[src/rtl/pin_edge_nco.sv]
module pin_edge_nco #(
  parameter int NPIN        = 32,
  parameter int ACC_W       = 32,
  parameter int SYNC_STAGES = 2
) (
  input  logic             clk,
  input  logic             rst_n,
  input  logic [NPIN-1:0]  pins_in,
  output logic [NPIN-1:0]  pins_out,
  output logic [NPIN-1:0]  pins_oe,
  input  logic             bus_wr,
  input  logic [1:0]       bus_addr,
  input  logic [ACC_W-1:0] bus_wdata,
  output logic [ACC_W-1:0] bus_rdata
);
  localparam int SEL_W   = $clog2(NPIN);
  localparam int SELA_LO = 8;
  localparam int SELB_LO = 16;

  localparam logic [1:0] M_OFF  = 2'd0;
  localparam logic [1:0] M_RISE = 2'd1;
  localparam logic [1:0] M_FALL = 2'd2;
  localparam logic [1:0] M_NCO  = 2'd3;

  localparam logic [1:0] A_CTRL  = 2'd0;
  localparam logic [1:0] A_ADD   = 2'd1;
  localparam logic [1:0] A_PHASE = 2'd2;

  logic [1:0]             mode_q;
  logic [SEL_W-1:0]       sel_a_q, sel_b_q;
  logic [ACC_W-1:0]       addend_q, acc_q;
  logic [SYNC_STAGES-1:0] sync_q;
  logic                   cur_q, prev_q;
  logic                   rise, fall, step;
  logic [ACC_W-1:0]       ctrl_rd;

  assign rise = cur_q & ~prev_q;
  assign fall = ~cur_q & prev_q;

  always_comb begin
    case (mode_q)
      M_RISE:  step = rise;
      M_FALL:  step = fall;
      M_NCO:   step = 1'b1;
      default: step = 1'b0;
    endcase
  end

  always_ff @(posedge clk) begin
    if (!rst_n) begin
      sync_q <= '0;
      cur_q  <= 1'b0;
      prev_q <= 1'b0;
    end else begin
      sync_q <= {sync_q[SYNC_STAGES-2:0], pins_in[sel_a_q]};
      cur_q  <= sync_q[SYNC_STAGES-1];
      prev_q <= cur_q;
    end
  end

  always_ff @(posedge clk) begin
    if (!rst_n) begin
      mode_q   <= M_OFF;
      sel_a_q  <= '0;
      sel_b_q  <= '0;
      addend_q <= '0;
    end else if (bus_wr) begin
      if (bus_addr == A_CTRL) begin
        mode_q  <= bus_wdata[1:0];
        sel_a_q <= bus_wdata[SELA_LO +: SEL_W];
        sel_b_q <= bus_wdata[SELB_LO +: SEL_W];
      end
      if (bus_addr == A_ADD) addend_q <= bus_wdata;
    end
  end

  always_ff @(posedge clk) begin
    if (!rst_n)                             acc_q <= '0;
    else if (bus_wr && bus_addr == A_PHASE) acc_q <= bus_wdata;
    else if (step)                          acc_q <= acc_q + addend_q;
  end

  always_comb begin
    ctrl_rd = '0;
    ctrl_rd[1:0] = mode_q;
    ctrl_rd[SELA_LO +: SEL_W] = sel_a_q;
    ctrl_rd[SELB_LO +: SEL_W] = sel_b_q;
  end

  always_comb begin
    case (bus_addr)
      A_CTRL:  bus_rdata = ctrl_rd;
      A_ADD:   bus_rdata = addend_q;
      A_PHASE: bus_rdata = acc_q;
      default: bus_rdata = '0;
    endcase
  end

  assign pins_oe  = (mode_q == M_NCO) ? (NPIN'(1) << sel_b_q) : '0;
  assign pins_out = (mode_q == M_NCO) ? (NPIN'(acc_q[ACC_W-1]) << sel_b_q) : '0;
endmodule

[config.mk]
export PLATFORM = sky130hd
export DESIGN_NAME = pin_edge_nco
export DESIGN_NICKNAME = d
export VERILOG_FILES = /design/src/rtl/pin_edge_nco.sv
export SDC_FILE = /design/constraint.sdc
export NUM_CORES = 1
export LEC_CHECK = 0
export BUFFER_PORTS_ARGS = -buffer_cell sky130_fd_sc_hd__buf_2
export CAP_MARGIN = 5
export CELL_PAD_IN_SITES_DETAIL_PLACEMENT = 0
export CELL_PAD_IN_SITES_GLOBAL_PLACEMENT = 1
export CORE_AREA = 2 2 135 137
export DETAILED_ROUTE_END_ITERATION = 10
export DIE_AREA = 0 0 137 139
export PLACE_DENSITY_LB_ADDON = 0.08
export SKIP_CTS_REPAIR_TIMING = 1
export SLEW_MARGIN = 20
export SYNTH_ARGS = -nofsm -noshare
export SYNTH_HDL_FRONTEND = slang
export SYNTH_SLANG_ARGS = --single-unit
[constraint.sdc]
create_clock -name clk -period 2.2 [get_ports clk]
set_clock_uncertainty 0.05 [all_clocks]
set_input_delay 0.22 -clock clk [delete_from_list [all_inputs] [get_ports clk]]
set_output_delay 0.22 -clock clk [all_outputs]
set_load 0.01 [all_outputs]
==> results of run 1 <==
## cells in the final DEF (no fill, tap or decap), types with 5 or more instances in the layout
master / netlist / layout
a21boi_0: 34 / 34
a21o_1: 12 / 12
a21oi_1: 56 / 47
a21oi_2: 0 / 8
a22o_1: 20 / 20
a31oi_1: 10 / 7
and2_1: 9 / 9
and3_1: 5 / 5
buf_2: 1 / 164
buf_4: 2 / 118
buf_6: 2 / 10
clkbuf_16: 0 / 9
dfxtp_1: 80 / 76
ha_1: 31 / 26
ha_4: 0 / 5
mux2i_1: 14 / 14
mux4_2: 10 / 10
nand2_1: 180 / 179
nand3_1: 9 / 9
nand4_1: 15 / 15
nor2_1: 88 / 88
nor2b_1: 8 / 6
o211a_1: 10 / 9
o211ai_1: 8 / 8
o21a_1: 6 / 6
o21ai_0: 52 / 38
o21ai_1: 0 / 10
o22ai_1: 6 / 5
xnor2_1: 13 / 10
xor2_1: 11 / 11
## worst register-to-register path, cell delays in order (launching register included)
cell      delay (ns)
dfxtp_1         0.32
ha_1            0.33
buf_4           0.15
nand4_4         0.10
or2_4           0.28
o31ai_4         0.30
o21ai_4         0.11
o41ai_4         0.24
xnor2_1         0.11
a311oi_1        0.27
## layout make-up
cell class                      instances  area (um2)
Fill cell                            1810        9114
Inverter                                5       18.77
Clock inverter                          7       86.33
Tap cell                              229       286.5
Sequential cell                        80        1607
Timing Repair Buffer                  294        1859
Multi-Input combinational cell        667        4461
Clock buffer                            9       225.2
## power breakdown
part / switching, mW / leakage, nW / internal [mW]
registers: 0.0506 / 0.653 / 1.51
logic: 0.370 / 3.01 / 0.331
clock network: 0.731 / 0.150 / 0.907
## registers in the layout, indices dropped and copies added, names as in the netlist
name      flops
mode_q        2
addend_q     32
acc_q        32
cur_q         1
prev_q        1
sel_a_q       5
sel_b_q       5
sync_q        2
## metal layers
layer / vias up / track usage [%] / wire length (um)
li1: 3388 / - / -
met1: 3283 / 30.06 / 10030
met2: 154 / 41.61 / 11580
met3: 28 / 3.253 / 837
met4: 0 / 6.782 / 497
met5: - / 0 / 0
## final timing paths
kind                       to          from  slack, ns
hold / removal    addend_q[5]  bus_wdata[5]       0.06
setup / recovery    acc_q[30]   addend_q[7]      -0.17
hold reg to reg         cur_q     sync_q[1]       0.39
setup reg to reg    acc_q[30]   addend_q[7]      -0.17
## kinds of logic after synthesis
family          synth area share [%]
xor+xnor                       3.447
buf+inv                        5.786
flops                          26.26
simple gates                   24.11
mux                            5.991
fa+ha+maj                      6.689
compound gates                 27.72
## through the flow
stage | instances | setup TNS [ns] | hold WS [ns] | total power [mW] | utilization [%]
2_1_floorplan | 812 | -0.04757 | 0.3060 | 1.967 | -
3_3_place_gp | 1266 | -2.461 | 0.3631 | 2.250 | 44.36
3_5_place_dp | 1266 | -3.231 | 0.3691 | 2.260 | 44.36
4_1_cts | 1282 | -3.711 | 0.04681 | 3.913 | 46.12
5_1_grt | 1291 | -3.178 | 0.06346 | 4.090 | 48.38
6_report | 1291 | -1.029 | 0.05643 | 3.895 | 48.38
==> key figures, run 1 <==
Run status
  – Status: finished, violations left
  – Violated checks: negative setup slack

Routing
  – Routed WL: 22.94 mm
  – Initial DRC count: approximately 400
  – Antenna viol nets, final: 0
  – Drt drc: 0
  – Drt wl/cell: about 18 um
  – Via count: 6853
  – Vias/cell: 5.308
  – First-pass detailed-route iteration total: 9

Die
  – Die Ht: between 100 and 150 um
  – Initial Util: between 30% and 40%
  – Num rows: 49
  – Die area: roughly 19000 um2
  – Io pins: 165
  – Core Box Area: roughly 18000 um2
  – Die X: approximately 140 um

Logic synthesis
  – Top post-synthesis cells by area: dfxtp_1, nand2_1, ha_1, nor2_1, a21oi_1
  – Post-synthesis sequential area ratio: a little over a quarter
  – Post-synth top cells: nand2_1, nor2_1, dfxtp_1
  – Syn_nets: about 910
  – Avg Cell Area, Syn: approximately 7.5 um2
  – Yosys top cell by area: dfxtp_1
  – Synth Flop Type: dfxtp_1
  – Most numerous cell in the Yosys netlist: nand2_1
  – Post-synth EDFFs: 0
  – Ys Warns: 0
  – Post-Synthesis Cells: 812
  – Async set-or-reset flop fraction in the synthesized netlist: 0%
  – Flops & latches, synth: 80
  – Mapped Area: slightly above 6000 um2
  – Yosys top cell area share: between 20% and 30%
  – Unique masters post-synth: 67

Cells and area
  – Area growth from synthesis to layout: 40.09%
  – Design area: roughly 8500 um2
  – Share of cells above drive strength 1: 35.59%
  – Ant diodes: 0
  – Post-layout nets: between 1000 and 1500

Setup path
  – Worst EP arrival: 2.57 ns
  – Worst path bufs/invs: 1
  – Worst path slowest cell: ha_1
  – Worst path top cell family by delay: compound AO/OA/AOI/OAI gates
  – CP Capture Type: register
  – CP max stage delay: approximately 0.33 ns
  – Crit Path Max Fanout: 3
  – CP Class: reg2reg
  – Critical Path RT: approximately 2.4 ns
  – Register-to-Register Path Depth: 9
  – Cell Chain, Critical Path: ha_1, buf_4, nand4_4, or2_4, o31ai_4, o21ai_4, o41ai_4, xnor2_1, a311oi_1
  – Startpoint types: register
  – Number of stages on the worst setup path: 9

Placement
  – Area after DPL: around 8000 um2
  – Dpl ws: -0.2843 ns
  – DP HPWL: approximately 18 mm
  – RD Place Congestion: ~0.87
  – Input/output buffers: approximately 160

GRT
  – Global route overflow: 0
  – Pin count of the biggest net entering global routing: 48
  – First-pass GRT wire length: between 30 and 40 mm
  – Gr usage total: 23.74%
  – Initial antenna violation count: 0
  – Number of global-route vias before repair: around 6700

STA
  – Worst relative slew slack: 63.66%
  – Final worst slack: -0.1698 ns
  – Achievable Freq: ~0.42 GHz
  – Setup-failing EPs final: 14
  – Worst-margin pin slew: 0.5451 ns
  – Final period utilization: 107.7%
  – RSZ-0062 raised after global routing: true
  – Fin. Hold Viols: 0
  – Slew Viols, Final: 0
  – Min Tclk post-route: 2.370 ns

Clock tree
  – Root Buffer: clkbuf_16
  – CTS Sinks: 80
  – TritonCTS clock tree: done
  – Clk pin slew, worst setup/hold paths: around 0.070 ns
  – Clk Latency, worst-skew pair: roughly 0.35 ns
  – Htree depth: 3
  – Max clock buf depth: 2
  – CTS Buf Count: 9

Power and ir drop
  – Static Leakage: between 3 and 4 nW
  – Max IR drop VDD: 381.6 uV
  – Pwr dens: ~460 nW/um2

Worst hold path
  – Hold Crit Class: in2reg
  – Hold depth: 3

Run
  – Maxcap violations: 0
Power figures use the tool's default switching activity.
==> run 2: changes to the inputs <==
Settings changed: CELL_PAD_IN_SITES_GLOBAL_PLACEMENT 1 to 2, CORE_AREA 2 2 135 137 to 2 2 154 156, DIE_AREA 0 0 137 139 to 0 0 156 158, TNS_END_PERCENT set to 100.
==> run 2 against run 1 <==
Hold slack lost 0.010 ns; the flow still finishes with violations (negative setup slack); global-route usage shrank 3.7 points; final cell count grew 4.6%; maximum frequency grew 1.2%; die area grew 29%; sequential power is essentially flat; via count shrank 0.69%; clock-buffer cell count grew 1; wire length grew 7.9%; design area grew 0.76%.
==> key figures, run 2 (synthesis results as in run 1) <==
Clock tree
  – Root Buffer: clkbuf_16
  – CTS Buf Count: 9 (unchanged)
  – TritonCTS clock tree: done
  – Clk pin slew, worst setup/hold paths: 0.07 ns (about the same)
  – Htree depth: 3 (unchanged)
  – Max clock buf depth: 2 (unchanged)
  – CTS Sinks: 80 (unchanged)
  – Clk Latency, worst-skew pair: 0.36 ns (about the same)

Placement
  – Dpl ws: -0.2669 ns (+0.01736 ns)
  – Input/output buffers: 164 (unchanged)
  – RD Place Congestion: 0.8991 (+3.7%)
  – DP HPWL: 19.03 mm (+8.2%)

Cells and area
  – Commonest cells after routing, fill and taps aside: nand2_1, buf_2, buf_4, nor2_1, dfxtp_1
  – Final core occ: 37.34% (-11 points)
  – Largest registers: acc_q (32), addend_q (32)
  – Ant diodes: 0 (unchanged)
  – Post-layout nets: 1157 (-0.086%)
  – Share of cells above drive strength 1: 36.38% (+0.79 points)
  – Commonest non-fill, non-tap cell in the layout: nand2_1
  – Area growth from synthesis to layout: 41.16%

Setup path
  – Register-to-Register Path Depth: 9 (unchanged)
  – Reg-to-reg startpoint: addend_q[1]
  – Crit path capture: acc_q[31]
  – Worst EP arrival: 2.59 ns (+0.02 ns)
  – CP max stage delay: 0.41 ns (+0.08 ns)
  – Startpoint types: register
  – Worst path slowest cell: or4_1
  – Reg-to-Reg End: acc_q[31]
  – Critical Path RT: 2.44 ns (+0.04 ns)
  – Flop2flop setup slack: -0.14 ns (+0.03 ns)
  – Critical path launch point: addend_q[1]
  – Cell Chain, Critical Path: ha_4, a21o_1, nand4_1, buf_4, a31o_4, o31ai_4, a31oi_2, or4_1, nand3_1
  – CP Class: reg2reg
  – Crit Path Max Fanout: 2 (-1)
  – CP Capture Type: register

Routing
  – First-pass detailed-route iteration total: 5 (-4)
  – Via count: 6806 (-0.69%)
  – Antenna viol nets, final: 0 (unchanged)
  – Initial DRC count: 387 (-3.5%)
  – Drt wl/cell: 18.32 um (+3.1%)
  – Drt drc: 0 (unchanged)
  – Routed WL: 24.75 mm (+7.9%)
  – Vias/cell: 5.038 (-5.1%)

STA
  – Min Tclk post-route: 2.343 ns (-0.02695 ns)
  – Worst relative slew slack: 60.96% (-2.7 points)
  – Worst-margin pin slew: 0.5856 ns (+0.04048 ns)
  – Setup-failing EPs final: 12 (-2)
  – Fin. Hold Viols: 0 (unchanged)
  – Slew Viols, Final: 0 (unchanged)
  – Final hold slack: 0.04620 ns (-0.01023 ns)
  – Final worst slack: -0.1429 ns (+0.02695 ns)
  – TNS Setup: -0.8229 ns (+0.2058 ns)
  – Final period utilization: 106.5% (-1.2 points)
  – RSZ-0062 raised after global routing: true
  – Achievable Freq: 0.4268 GHz (+1.2%)

Power and ir drop
  – Pwr dens: 444.2 nW/um2 (-2.6%)
  – Switching part of the total: 30.25% (+0.69 points)
  – Sw power: 1.157 mW (+0.47%)
  – Clk pwr share: 40.1% (-2.0 points)
  – Sequential power share: 40.8% (+0.9 points)
  – Logic pwr share: 19.1% (+1.1 points)
  – Static Leakage: 3.797 nW (-0.47%)
  – Power Internal: 2.667 mW (-2.8%)
  – Max IR drop VDD: 285.2 uV (-25%)

GRT
  – First-pass GRT wire length: 38.32 mm (+8.6%)
  – Initial antenna violation count: 0 (unchanged)
  – Pin count of the biggest net entering global routing: 46 (-4.2%)
  – Global route overflow: 0 (unchanged)
  – Gr usage total: 20.09% (-3.7 points)
  – Number of global-route vias before repair: 6922 (+2.6%)

Die
  – Initial Util: 26.45% (-8.1 points)
  – Die Ht: 158 um (+14%)
  – Num rows: 56 (+14%)
  – Core Box Area: 23050 um2 (+31%)
  – Io pins: 165 (unchanged)
  – Die area: 24650 um2 (+29%)
  – Die X: 156 um (+14%)

Run status
  – Status: finished, violations left
  – Violated checks: negative setup slack

Run
  – Maxcap violations: 0 (unchanged)

Worst hold path
  – Hold Crit Class: in2reg
==> run 2: how the worst min path moves through the flow <==
stage	start	to	slack (ns)	depth (start not counted)
global route	bus_wdata[3]	addend_q[3]	0.05	3
detailed placement	sync_q[0]	sync_q[1]	0.37	1
floorplan	bus_wdata[10]	addend_q[10]	0.31	2
global placement	sync_q[1]	cur_q	0.36	1
CTS	bus_wdata[3]	addend_q[3]	0.04	3
finish	bus_wdata[3]	addend_q[3]	0.05	3
==> run 2: power by group through the flow <==
stage | Combinational (mW) | Clock [mW] | Sequential (mW)
after floorplan | 0.396 | 0 | 1.57
after global placement | 0.697 | 0 | 1.58
after detailed placement | 0.704 | 0 | 1.59
after CTS | 0.708 | 1.60 | 1.55
after global routing | 0.805 | 1.63 | 1.57
final | 0.729 | 1.53 | 1.56
==> run 2: metrics by stage <==
step / std cells / power (mW) / area, um2
after floorplan: 812 / 1.967 / 6130
after global placement: 1332 / 2.280 / 7946
after detailed placement: 1332 / 2.289 / 7946
after CTS: 1348 / 3.854 / 8237
after global routing: 1351 / 3.999 / 8608
final: 1351 / 3.824 / 8608
==> run 2: layout make-up <==
cell class | count | area, um2
Fill cell | 2498 | 14440
Multi-Input combinational cell | 667 | 4487
Timing Repair Buffer | 293 | 1837
Sequential cell | 80 | 1613
Tap cell | 290 | 362.8
Clock buffer | 10 | 239.0
Clock inverter | 6 | 51.30
Inverter | 5 | 18.77
==> run 2: per-layer routing <==
layer / global-route usage [%] / share of wire [%] / vias to the layer above
met1: 25.24 / 45 / 3268
li1: - / - / 3378
met5: 0 / 0 / -
met4: 4.325 / 1.2 / 0
met3: 2.792 / 3.2 / 20
met2: 36.56 / 51 / 140
==> run 2: worst max-delay path: cells and delay by family, from the launching register on <==
kind | cells | cell delay (ns)
flip-flops | 1 | 0.34
adder cells (fa/ha/maj) | 1 | 0.26
AO/OA/AOI/OAI | 4 | 0.83
buffers and inverters | 1 | 0.17
AND/OR/NAND/NOR | 3 | 0.63
==> run 3: changes to the inputs <==
Settings changed: CORE_AREA 2 2 154 156 to 3 3 155 157, DIE_AREA 0 0 156 158 to 0 0 158 160.
==> run 3 against run 2 <==
The flow still finishes with violations (negative setup slack); combinational power shrank 2%; worst setup slack lost 0.036 ns; global-route usage shrank 1.2 points; design area shrank 1.9%; flip-flop and latch count is the same; critical path depth grew 1; clock-buffer cell count shrank 1; sequential power is essentially flat; critical path type unchanged; largest cell class unchanged.
==> key figures, run 3 (synthesis results as in run 1) <==
Run
  – Maxcap violations: 0 (unchanged)

STA
  – Final hold slack: 0.05777 ns (+0.01157 ns)
  – Achievable Freq: 0.4204 GHz (-1.5%)
  – RSZ-0062 raised after global routing: true
  – Slew Viols, Final: 0 (unchanged)
  – Worst relative slew slack: 64.67% (+3.7 points)
  – Setup-failing EPs final: 17 (+5)
  – Worst-margin pin slew: 0.5299 ns (-0.05568 ns)
  – Final period utilization: 108.1% (+1.6 points)
  – Fin. Hold Viols: 0 (unchanged)
  – Final worst slack: -0.1786 ns (-0.03575 ns)
  – Min Tclk post-route: 2.379 ns (+0.03575 ns)

Routing
  – Drt drc: 0 (unchanged)
  – Routed WL: 24.36 mm (-1.6%)
  – Antenna viol nets, final: 0 (unchanged)
  – First-pass detailed-route iteration total: 4 (-1)
  – Via count: 6804 (-0.029%)
  – Initial DRC count: 388 (+0.26%)
  – Drt wl/cell: 18.15 um (-0.92%)
  – Vias/cell: 5.070 (+0.64%)

GRT
  – Number of global-route vias before repair: 6873 (-0.71%)
  – Met2 global-route usage: 32.43% (-4.1 points)
  – Met3 Usage GRT: 2.520% (-0.27 points)
  – First-pass GRT wire length: 37.58 mm (-1.9%)
  – Gr usage total: 18.91% (-1.2 points)
  – GRT Max-Usage Layer: met2
  – Global route overflow: 0 (unchanged)
  – Pin count of the biggest net entering global routing: 38 (-17%)
  – Initial antenna violation count: 0 (unchanged)
  – M1 GR Usage: 24.60% (-0.64 points)

Power and ir drop
  – Max IR drop VDD: 312.7 uV (+9.7%)
  – Static Leakage: 3.777 nW (-0.54%)
  – Pwr dens: 454.4 nW/um2 (+2.3%)

Placement
  – RD Place Congestion: 0.9218 (+2.5%)
  – DP HPWL: 18.76 mm (-1.4%)
  – Input/output buffers: 164 (unchanged)
  – Dpl cells: 1322 (-0.75%)

Setup path
  – Worst path bufs/invs: 2 (+1)
  – Reg-to-reg startpoint: addend_q[1]
  – Cell Chain, Critical Path: buf_4, fa_2, a21oi_2, o211a_1, buf_6, o31ai_4, o22ai_1, xor2_1, o22ai_1, and2_1
  – CP Capture Type: register
  – Startpoint types: register
  – Number of stages on the worst setup path: 10 (+1)
  – Critical Path RT: 2.39 ns (-0.05 ns)
  – Worst path top cell family by delay: compound AO/OA/AOI/OAI gates
  – Flop2flop setup slack: -0.18 ns (-0.04 ns)
  – Register-to-Register Path Depth: 10 (+1)
  – CP max stage delay: 0.42 ns (about the same)
  – Crit Path Max Fanout: 3 (+1)
  – Most used cell, CP: o22ai_1
  – Worst path slowest cell: fa_2
  – Reg-to-Reg End: acc_q[14]
  – CP Class: reg2reg
  – Worst EP arrival: 2.57 ns (-0.02 ns)

Die
  – Num rows: 55 (-1.8%)
  – Initial Util: 26.94% (+0.48 points)
  – Die Ht: 160 um (+1.3%)
  – Die X: 158 um (+1.3%)
  – Core Box Area: 22640 um2 (-1.8%)
  – Io pins: 165 (unchanged)
  – Die area: 25280 um2 (+2.6%)

Run status
  – Violated checks: negative setup slack
  – Status: finished, violations left

Worst hold path
  – Hold depth: 3 (unchanged)
  – Hold Crit Class: in2reg
  – Hold Startpoint: bus_wdata[5]
  – Hold path endpoint: addend_q[5]

Cells and area
  – Post-layout nets: 1153 (-0.35%)
  – Non-filler cells, final: 1342 (-0.67%)
  – Share of cells above drive strength 1: 34.53% (-1.8 points)
  – Commonest non-fill, non-tap cell in the layout: nand2_1
  – Ant diodes: 0 (unchanged)
  – Area growth from synthesis to layout: 38.51%
  – # fillers: 2434 (-2.6%)
  – Largest registers: acc_q (32), addend_q (32)
  – Commonest cells after routing, fill and taps aside: nand2_1, buf_2, buf_4, nor2_1, dfxtp_1

Clock tree
  – Root Buffer: clkbuf_16
  – Max clock buf depth: 2 (unchanged)
  – Htree depth: 3 (unchanged)
  – Clk Latency, worst-skew pair: 0.36 ns (about the same)
  – Clk pin slew, worst setup/hold paths: 0.07 ns (about the same)
  – CTS Sinks: 80 (unchanged)
  – TritonCTS clock tree: done
  – CTS Buf Count: 9 (unchanged)
-- run 3: cell count changes in the layout (fill, tap and decap cells not counted), moves of 4 or more --
cell     before  now
buf_4       121  117
dfxtp_1      71   77
dfxtp_2       9    3
ha_1         18   28
ha_4         11    2
o21ai_1       7    3
-- run 3: where the power goes --
part	leakage, nW	internal (mW)	switching [mW]	total, mW
Combinational	2.97	0.334	0.380	0.714
Sequential	0.653	1.51	0.0488	1.55
Clock	0.150	0.882	0.687	1.57
-- run 3: area by class of cell --
type	count	area, um2	area share (%)
Sequential cell	80	1605	19.00
Tap cell	285	356.6	4.222
Timing Repair Buffer	289	1824	21.60
Multi-Input combinational cell	667	4345	51.44
Clock inverter	7	71.32	0.8443
Inverter	5	18.77	0.2222
Clock buffer	9	225.2	2.666
-- run 3: worst min-delay path, cell delays in order --
cell and delay, ns:
buf_2 0.10, nand2_1 0.05, a21oi_1 0.05
-- run 3: through the flow --
step / setup WS (ns) / TNS (ns) / util [%] / power [mW] / area, um2
3_5_place_dp: -0.2825 / -3.336 / 35.02 / 2.287 / 7928
2_1_floorplan: -0.04757 / -0.04757 / - / 1.967 / 6130
6_report: -0.1786 / -1.692 / 37.31 / 3.838 / 8447
3_3_place_gp: -0.2493 / -2.691 / 35.02 / 2.282 / 7928
5_1_grt: -0.3164 / -4.840 / 37.31 / 4.021 / 8447
4_1_cts: -0.2886 / -3.703 / 36.33 / 3.880 / 8224
-- run 3: worst max-delay path by stage --
stage,from,to,slack [ns]
detailed placement,acc_q[1],acc_q[29],-0.28
floorplan,addend_q[4],acc_q[31],-0.05
CTS,acc_q[1],acc_q[29],-0.29
global route,acc_q[0],acc_q[30],-0.32
finish,addend_q[1],acc_q[14],-0.18
global placement,addend_q[10],acc_q[24],-0.25
-- run 3: per-layer routing --
| metal | wire, um | vias up |
|---|---|---|
| met1 | 11010 | 3271 |
| met4 | 375 | 0 |
| met3 | 916 | 18 |
| met2 | 12050 | 149 |
| li1 | - | 3366 |
| met5 | 0 | - |
